File: src/rtl/pulse_burn_pkg.sv
package pulse_burn_pkg;

  // Strobes from the sequencer to the datapath
  typedef struct packed {
    logic runClr;    // clear failure record at run start
    logic addrClr;   // address back to zero
    logic addrInc;   // advance address
    logic tgtLoad;   // capture the target byte
    logic pulseClr;  // reset per-byte pulse count
    logic pulseInc;  // one more pulse on this byte
    logic timerClr;  // restart pulse timer
    logic timerRun;  // pulse timer counting (strobe low)
    logic finalCmp;  // compare against the source, not the target
    logic failRec;   // record failing address and count
  } dpCtrl_t;

  // Conditions reported back by the datapath
  typedef struct packed {
    logic tgtErased;  // source byte is all ones
    logic timerDone;  // last cycle of the pulse
    logic addrLast;   // on the last address
    logic match;      // read-back equals the reference byte
    logic pulsesMax;  // pulse budget spent
  } dpStat_t;

  typedef enum logic [2:0] {
    S_IDLE, S_LOAD, S_SETUP, S_PULSE, S_HOLD, S_VREAD, S_NEXT, S_FREAD
  } burnState_t;

endpackage

File: src/rtl/pulse_burn_path.sv
module pulse_burn_path
  import pulse_burn_pkg::*;
#(
  parameter int ADDR_W     = 4,
  parameter int DATA_W     = 8,
  parameter int PULSE_CYC  = 20000,
  parameter int MAX_PULSES = 10,
  parameter int PCNT_W     = $clog2(MAX_PULSES + 1)
) (
  input  logic              clk,
  input  logic              rstN,
  input  dpCtrl_t           ctrl,
  input  logic [DATA_W-1:0] srcData,
  input  logic [DATA_W-1:0] rdData,
  output dpStat_t           stat,
  output logic [ADDR_W-1:0] memAddr,
  output logic [DATA_W-1:0] memWrData,
  output logic [ADDR_W-1:0] failAddr,
  output logic [PCNT_W-1:0] failPulses
);

  localparam int TMR_W = $clog2(PULSE_CYC + 1);
  localparam logic [TMR_W-1:0]  TMR_END  = TMR_W'(PULSE_CYC - 1);
  localparam logic [PCNT_W-1:0] PCNT_MAX = PCNT_W'(MAX_PULSES);

  logic [ADDR_W-1:0] addr;
  logic [DATA_W-1:0] target;
  logic [PCNT_W-1:0] pulseCnt;
  logic [TMR_W-1:0]  timer;

  always_ff @(posedge clk or negedge rstN) begin
    if (!rstN) begin
      addr       <= '0;
      target     <= '1;
      pulseCnt   <= '0;
      timer      <= '0;
      failAddr   <= '0;
      failPulses <= '0;
    end else begin
      if (ctrl.addrClr)      addr <= '0;
      else if (ctrl.addrInc) addr <= addr + 1'b1;

      if (ctrl.tgtLoad) target <= srcData;

      if (ctrl.pulseClr)      pulseCnt <= '0;
      else if (ctrl.pulseInc) pulseCnt <= pulseCnt + 1'b1;

      if (ctrl.timerClr)      timer <= '0;
      else if (ctrl.timerRun) timer <= timer + 1'b1;

      if (ctrl.runClr) begin
        failAddr   <= '0;
        failPulses <= '0;
      end else if (ctrl.failRec) begin
        failAddr   <= addr;
        failPulses <= ctrl.finalCmp ? '0 : pulseCnt;
      end
    end
  end

  always_comb begin
    stat.tgtErased = &srcData;
    stat.timerDone = (timer == TMR_END);
    stat.addrLast  = &addr;
    stat.match     = ctrl.finalCmp ? (rdData == srcData) : (rdData == target);
    stat.pulsesMax = (pulseCnt == PCNT_MAX);
  end

  assign memAddr   = addr;
  assign memWrData = target;


  pulse_cap_chk: assert property (@(posedge clk) disable iff (!rstN)
    pulseCnt <= PCNT_MAX);


  pulse_len_chk: assert property (@(posedge clk) disable iff (!rstN)
    ctrl.timerRun |-> (timer <= TMR_END));


  addr_hold_chk: assert property (@(posedge clk) disable iff (!rstN)
    ctrl.timerRun |=> ($stable(addr) && $stable(target)));

endmodule

File: src/rtl/pulse_burn_fsm.sv
module pulse_burn_fsm
  import pulse_burn_pkg::*;
(
  input  logic    clk,
  input  logic    rstN,
  input  logic    start,
  input  dpStat_t stat,
  output dpCtrl_t ctrl,
  output logic    ceN,
  output logic    oeN,
  output logic    pgmN,
  output logic    hiVolt,
  output logic    done,
  output logic    pass
);

  burnState_t state, nextState;
  logic finishOk, finishBad;

  always_comb begin
    nextState = state;
    ctrl      = '0;
    finishOk  = 1'b0;
    finishBad = 1'b0;
    ceN = 1'b1; oeN = 1'b1; pgmN = 1'b1; hiVolt = 1'b1;
    case (state)
      S_IDLE: begin
        hiVolt = 1'b0;
        if (start) begin
          ctrl.runClr  = 1'b1;
          ctrl.addrClr = 1'b1;
          nextState    = S_LOAD;
        end
      end
      S_LOAD: begin
        ctrl.tgtLoad  = 1'b1;
        ctrl.pulseClr = 1'b1;
        nextState     = stat.tgtErased ? S_NEXT : S_SETUP;
      end
      S_SETUP: begin
        ceN           = 1'b0;
        ctrl.timerClr = 1'b1;
        ctrl.pulseInc = 1'b1;
        nextState     = S_PULSE;
      end
      S_PULSE: begin
        ceN           = 1'b0;
        pgmN          = 1'b0;
        ctrl.timerRun = 1'b1;
        if (stat.timerDone) nextState = S_HOLD;
      end
      S_HOLD: begin
        ceN       = 1'b0;
        nextState = S_VREAD;
      end
      S_VREAD: begin
        ceN = 1'b0;
        oeN = 1'b0;
        if (stat.match) nextState = S_NEXT;
        else if (stat.pulsesMax) begin
          ctrl.failRec = 1'b1;
          finishBad    = 1'b1;
          nextState    = S_IDLE;
        end else nextState = S_SETUP;
      end
      S_NEXT: begin
        if (stat.addrLast) begin
          ctrl.addrClr = 1'b1;
          nextState    = S_FREAD;
        end else begin
          ctrl.addrInc = 1'b1;
          nextState    = S_LOAD;
        end
      end
      S_FREAD: begin
        ceN           = 1'b0;
        oeN           = 1'b0;
        hiVolt        = 1'b0;
        ctrl.finalCmp = 1'b1;
        if (!stat.match) begin
          ctrl.failRec = 1'b1;
          finishBad    = 1'b1;
          nextState    = S_IDLE;
        end else if (stat.addrLast) begin
          finishOk  = 1'b1;
          nextState = S_IDLE;
        end else ctrl.addrInc = 1'b1;
      end
      default: nextState = S_IDLE;
    endcase
  end

  always_ff @(posedge clk or negedge rstN) begin
    if (!rstN) begin
      state <= S_IDLE;
      done  <= 1'b0;
      pass  <= 1'b0;
    end else begin
      state <= nextState;
      if (ctrl.runClr) begin
        done <= 1'b0;
        pass <= 1'b0;
      end else if (finishOk || finishBad) begin
        done <= 1'b1;
        pass <= finishOk;
      end
    end
  end


  strobe_mode_chk: assert property (@(posedge clk) disable iff (!rstN)
    !pgmN |-> (!ceN && oeN && hiVolt));


  no_contention_chk: assert property (@(posedge clk) disable iff (!rstN)
    !(!pgmN && !oeN));


  hold_after_pulse_chk: assert property (@(posedge clk) disable iff (!rstN)
    $rose(pgmN) |-> (!ceN && oeN));


  done_idle_chk: assert property (@(posedge clk) disable iff (!rstN)
    done |-> (state == S_IDLE));


  idle_quiet_chk: assert property (@(posedge clk) disable iff (!rstN)
    (state == S_IDLE) |-> (ceN && oeN && pgmN && !hiVolt));

endmodule

File: src/rtl/pulse_burn_ctrl.sv
module pulse_burn_ctrl
  import pulse_burn_pkg::*;
#(
  parameter int ADDR_W     = 4,
  parameter int DATA_W     = 8,
  parameter int PULSE_CYC  = 20000,
  parameter int MAX_PULSES = 10,
  parameter int PCNT_W     = $clog2(MAX_PULSES + 1)
) (
  input  logic              clk,
  input  logic              rstN,
  input  logic              start,
  input  logic [DATA_W-1:0] srcData,
  input  logic [DATA_W-1:0] rdData,
  output logic              done,
  output logic              pass,
  output logic [ADDR_W-1:0] failAddr,
  output logic [PCNT_W-1:0] failPulses,
  output logic [ADDR_W-1:0] memAddr,
  output logic [DATA_W-1:0] memWrData,
  output logic              ceN,
  output logic              oeN,
  output logic              pgmN,
  output logic              hiVolt
);

  dpCtrl_t ctrl;
  dpStat_t stat;

  pulse_burn_fsm u_fsm (
    .clk    (clk),
    .rstN   (rstN),
    .start  (start),
    .stat   (stat),
    .ctrl   (ctrl),
    .ceN    (ceN),
    .oeN    (oeN),
    .pgmN   (pgmN),
    .hiVolt (hiVolt),
    .done   (done),
    .pass   (pass)
  );

  pulse_burn_path #(
    .ADDR_W     (ADDR_W),
    .DATA_W     (DATA_W),
    .PULSE_CYC  (PULSE_CYC),
    .MAX_PULSES (MAX_PULSES),
    .PCNT_W     (PCNT_W)
  ) u_path (
    .clk        (clk),
    .rstN       (rstN),
    .ctrl       (ctrl),
    .srcData    (srcData),
    .rdData     (rdData),
    .stat       (stat),
    .memAddr    (memAddr),
    .memWrData  (memWrData),
    .failAddr   (failAddr),
    .failPulses (failPulses)
  );

endmodule

File: config.mk
export PLATFORM = sky130hd
export DESIGN_NAME = pulse_burn_ctrl
export DESIGN_NICKNAME = d
export VERILOG_FILES = /design/src/rtl/pulse_burn_pkg.sv /design/src/rtl/pulse_burn_path.sv /design/src/rtl/pulse_burn_fsm.sv /design/src/rtl/pulse_burn_ctrl.sv
export SDC_FILE = /design/constraint.sdc
export NUM_CORES = 1
export LEC_CHECK = 0
export ABC_AREA = 1
export BUFFER_PORTS_ARGS = -buffer_cell sky130_fd_sc_hd__buf_2
export CORE_UTILIZATION = 40
export CTS_CLUSTER_DIAMETER = 150
export CTS_CLUSTER_SIZE = 28
export DETAILED_ROUTE_END_ITERATION = 16
export GPL_TIMING_DRIVEN = 0
export PLACE_DENSITY = 0.65
export REMOVE_ABC_BUFFERS = 1
export SETUP_SLACK_MARGIN = 0.2
export SYNTH_ARGS = -nofsm -noshare
export SYNTH_HDL_FRONTEND = slang
export SYNTH_SLANG_ARGS = --single-unit
File: constraint.sdc
create_clock -name clk -period 2.2 [get_ports clk]
set_input_delay 0.33 -clock clk [delete_from_list [all_inputs] [get_ports clk]]
set_output_delay 0.33 -clock clk [all_outputs]
set_load 0.02 [all_outputs]
Word level (Yosys, flattened, before mapping)
Index checks and enable logic that the tools add are counted.

Bits in registers: 44. Input bits: 19. Logic and storage cells: 85.

Multiplexer cells: 46. Reductions and logical operators: 13. Equality and inequality tests: 14. $add $sub $neg: 3.

Operators with widths (number): 4-bit 2-to-1 mux (9); 15-bit 2-to-1 mux (2); 3-bit case mux with 8 select lines (1); 3-bit 2-to-1 mux (7); 1-bit 2-to-1 mux (20); 8-bit == test (2); 15-bit by 1-bit adder with 15-bit output, second input constant (1); 15-bit == test, second input constant (1); 3-bit == test, second input constant (4); 2-bit nonzero test (5); 4-bit by 1-bit adder with 4-bit output, second input constant (2); 2-bit 2-to-1 mux (4); 8-bit AND reduction (1); 3-bit by 2-bit == test with 1-bit output, second input constant (2); 1-bit case mux with 2 select lines (3); 5-bit OR reduction (1); 4-bit == test, second input constant (1); 2-bit != test, second input constant (2); 4-bit AND reduction (1); 2-bit OR reduction (2); 3-bit by 1-bit == test with 1-bit output, second input constant (1); 3-bit logical NOT (1); 3-bit != test, second input constant (1); 3-bit AND reduction (1); 1-bit logical OR (1).

Longest topological paths before layout
Depth after elaboration: 8. Gate-level depth with buffers: 13. Depth with buffers taken out: 12.

Cells and area by module
A second synthesis with hierarchy kept.

Cell total of the unflattened synthesis: 356. Area, all modules: 2597.5 um2.

By module, submodules not included: pulse_burn_path (cells each 290, area an instance 2165.8 um2, instances 1); pulse_burn_fsm (cells each 66, area an instance 431.7 um2, instances 1).

Least setup slack after synthesis
No wires, ideal clock.

Kind: register -> register. Start: register u_fsm.state[0]. End: register u_path.timer[13]. Stages on the path, launching flop included: 10. Arrival time: 1.541 ns. Clock period less this slack: 1.662 ns. Library setup time: 0.121 ns. Slack: 0.538 ns. Data required time: 2.079 ns. Cell sequence: dfrtp_1 buf_4 inv_1 nand3_1 nand2_1 inv_2 nor3_4 nand2_1 o21ai_0 nor2_1.

Word-level cells in the longest chain between the ends: 3. Elaborated cells between the ends (all ways): 6. Classes of those cells: eq/ne: 2; mux: 3; reduce/logical: 1.

Ends and longest elaborated chain: start: declaration (line pulse_burn_fsm.sv:17) `burnState_t state, nextState;`; start signal: assignment (line pulse_burn_fsm.sv:99) `state <= nextState;`; 3-bit by 2-bit == test with 1-bit output (line pulse_burn_fsm.sv:26) `case (state)`; 2-bit 2-to-1 mux or 1-bit 2-to-1 mux (tied branches) (line pulse_burn_fsm.sv:26); 15-bit 2-to-1 mux or 2-bit nonzero test (tied branches); end signal: assignment (line pulse_burn_path.sv:49) `else if (ctrl.timerRun) timer <= timer + 1'b1;`; end: declaration (line pulse_burn_path.sv:29) `logic [TMR_W-1:0] timer;`.

Several ways; a longest one is shown, not always the timed one. A chain may end at the register's enable or synchronous reset.

Final worst setup path
Start: register u_fsm.state[2]. End: output port ceN.

Word-level cells in the longest chain between the ends: 3. Elaborated cells between the ends (all ways): 7. Classes of those cells: eq/ne: 5; mux: 1; reduce/logical: 1.

Ends and longest elaborated chain: 3-bit == test or 3-bit by 2-bit == test with 1-bit output (tied branches) (line pulse_burn_fsm.sv:26); 5-bit OR reduction (no line) (*); 1-bit 2-to-1 mux (*) (line pulse_burn_fsm.sv:26); end: declaration (line pulse_burn_ctrl.sv:21) `output logic ceN,`.

Every way passes the cells marked *; elsewhere a longest branch is shown, timed or not.

==> flow_summary.ini <==
[sta]
finalHoldViolations = 0
setup_viol = 0
finalCritPeriodShare_pct = 86.9
drv_slew = 0
fmax_ghz = 0.523
period_minus_slack_ns = 1.91
clock_skew_ns = 0.0140
slew_headroom_pct = 34.3
rsz0062_at_grt = yes
worst_pin_slew_ns = 0.985
whs_ns = 0.185

[global_route]
grt_pass1_wl_um = 9430
gr-total-overflow = 0
grtUsageTotal_pct = 18.4
grt_max_degree = 45
antenna_found_initial = 0
first_global_vias = 2149

[layout]
layout_commonest_cell = nand2_1
diodes = 0
layout_common_cells = 78 x nand2_1, 53 x inv_1, 44 x buf_2
drive_gt1_share_pct = 23.8
fin_nets = 417
fin_cells = 470
final_core_util_pct = 50.7
syn2layout_area_growth_pct = 19.3
design_area_um2 = 3070

[floorplanning]
core_um2 = 6060
die_height_um = 82.2
rows = 28
initial_utilization_pct = 42.5
die_width_um = 82.2
ioPinCount = 45
dieArea_um2 = 6760

[power_and_ir_drop]
p_total_mw = 1.49
power_density_nw_per_um2 = 484
p_leak_nw = 1.74
vdd_drop_max_v = 0.000258

[critical_path]
crit_arrival_ns = 1.58
path_max_fanout = 6
crit_path_end_kind = output port
criticalPathCategory = reg2out
cp-start-kind = register
reg2reg_depth = 10
r2r_slack_ns = 0.35
reg2reg_to = u_path.timer[13]
required_ns = 1.87
timing.rr.start = u_fsm.state[0]

[place]
dp_hpwl_um = 4120
gp_congestion = 0.808
place_inst = 447
numPortBuffers = 44
place_area_um2 = 2830

[drt]
ant_nets = 0
vias = 2395
via_per_inst = 5.10
drt_pass1_iterations = 5
wirelength_um = 5840
drc = 0
avgRoutedWirePerCell_um = 12.4
detailedRoute.firstIterationViolations = 130

[clock_tree]
cts_buffers = 5
cts_root_buf = clkbuf_8
hold_buffers = 0
cts_tree = done
h-tree-depth = 2
clkSinkCount = 44
clk_pin_slew_ns = 0.09
insertion_delay_ns = 0.30
clock_path_buffers = 2

[synth]
yosys.area.top_type = dfrtp_1
synth.distinct_cells = 34
syn_area_um2 = 2570
synthTopCellsByArea = dfrtp_1 35%, nand2_1 12%, dfstp_2 8.2%
syn_inst = 336
yosysWarningCount = 0
syn_area_per_cell_um2 = 7.66
synth_seq_cells = 44
synth_top_area_share_pct = 35.0
seq_area_frac_synth_pct = 43.2

[status]
status = complete, no violations

[hold_path]
min-delay-path-class = in2async

[job]
drv_cap = 0
## metal layers
| metal | vias up | part of all wire, % | track usage, % |
|---|---|---|---|
| li1 | 1231 | - | - |
| met5 | - | 0 | 0 |
| met4 | 0 | 1.3 | 7.72 |
| met3 | 7 | 4.1 | 3.08 |
| met2 | 41 | 48 | 32.0 |
| met1 | 1116 | 47 | 22.5 |
## metrics by stage
step / worst slack [ns] / TNS (ns)
floorplan: 0.304 / 0
global placement: -0.123 / -0.160
detailed placement: -0.148 / -0.251
CTS: 0.206 / 0
global route: 0.134 / 0
finish: 0.287 / 0
## critical path, cell delays in order (launching register included)
cell     delay (ns)
dfrtp_2        0.47
inv_1          0.15
nor3_1         0.31
inv_1          0.10
nand2_1        0.08
buf_2          0.16
## area by class of cell
| class | instances | area [um2] |
|---|---|---|
| Fill cell | 600 | 2990 |
| Inverter | 55 | 206 |
| Multi-Input combinational cell | 229 | 1220 |
| Clock buffer | 6 | 72.6 |
| Tap cell | 75 | 93.8 |
| Clock inverter | 2 | 35.0 |
| Sequential cell | 44 | 1110 |
| Timing Repair Buffer | 59 | 328 |
## cell families (layout without fill, tap and decap cells)
kind of cell | Yosys count | after routing | share of synthesized area (%)
AOI/OAI and AO/OA | 48 | 48 | 10.1
buffers and inverters | 63 | 122 | 10.3
xor gates and xnor gates | 2 | 2 | 0.681
DFF | 44 | 44 | 43.2
and+or+nand+nor | 175 | 175 | 33.8
adders and majority gates | 4 | 4 | 1.94
## cell usage after synthesis, drive strengths merged
library cell / instances
nand2: 85
inv: 54
nand3: 42
dfrtp: 36
o21ai: 25
nand4: 18
nor2: 17
a21oi: 15
dfstp: 8
buf: 6
nor3: 6
ha: 4
and3: 3
nor4: 3
a211oi: 2
a31oi: 2
clkbuf: 2
xor2: 2
clkinv: 1
nand3b: 1
o211ai: 1
o21bai: 1
o22ai: 1
o31ai: 1
## sequential cells by signal (all words and copies together), names as in the netlist
| register | cells |
|---|---|
| u_path.timer | 15 |
| u_path.memWrData | 8 |
| u_path.failAddr | 4 |
| u_path.failPulses | 4 |
| u_path.memAddr | 4 |
| u_path.pulseCnt | 4 |
| u_fsm.state | 3 |
| u_fsm.done | 1 |
| u_fsm.pass | 1 |
## how the worst max path moves through the flow
stage	startpoint	to	slack (ns)	cells past startpoint
2_1_floorplan	u_fsm.state[0]	u_fsm.state[2]	0.30	11
3_3_place_gp	u_fsm.state[2]	u_path.timer[13]	-0.12	8
3_5_place_dp	u_fsm.state[2]	u_path.timer[13]	-0.15	8
4_1_cts	u_fsm.state[2]	u_path.timer[13]	0.21	8
5_1_grt	u_fsm.state[2]	ceN	0.13	5
6_report	u_fsm.state[2]	ceN	0.29	5
## what timing repair did
item | in CTS | in global routing
setup endpoints to repair | 27 | 22
resized for setup | 5 | 4
setup buffers | 4 | 11
pin swaps | 0 | 5
## report_power, final
part	switching (mW)	internal [mW]	total, mW
Clock	0.278	0.337	0.615
Sequential	0	0.809	0.809
Combinational	0.0418	0.0202	0.0620
Power figures use the tool's default switching activity.
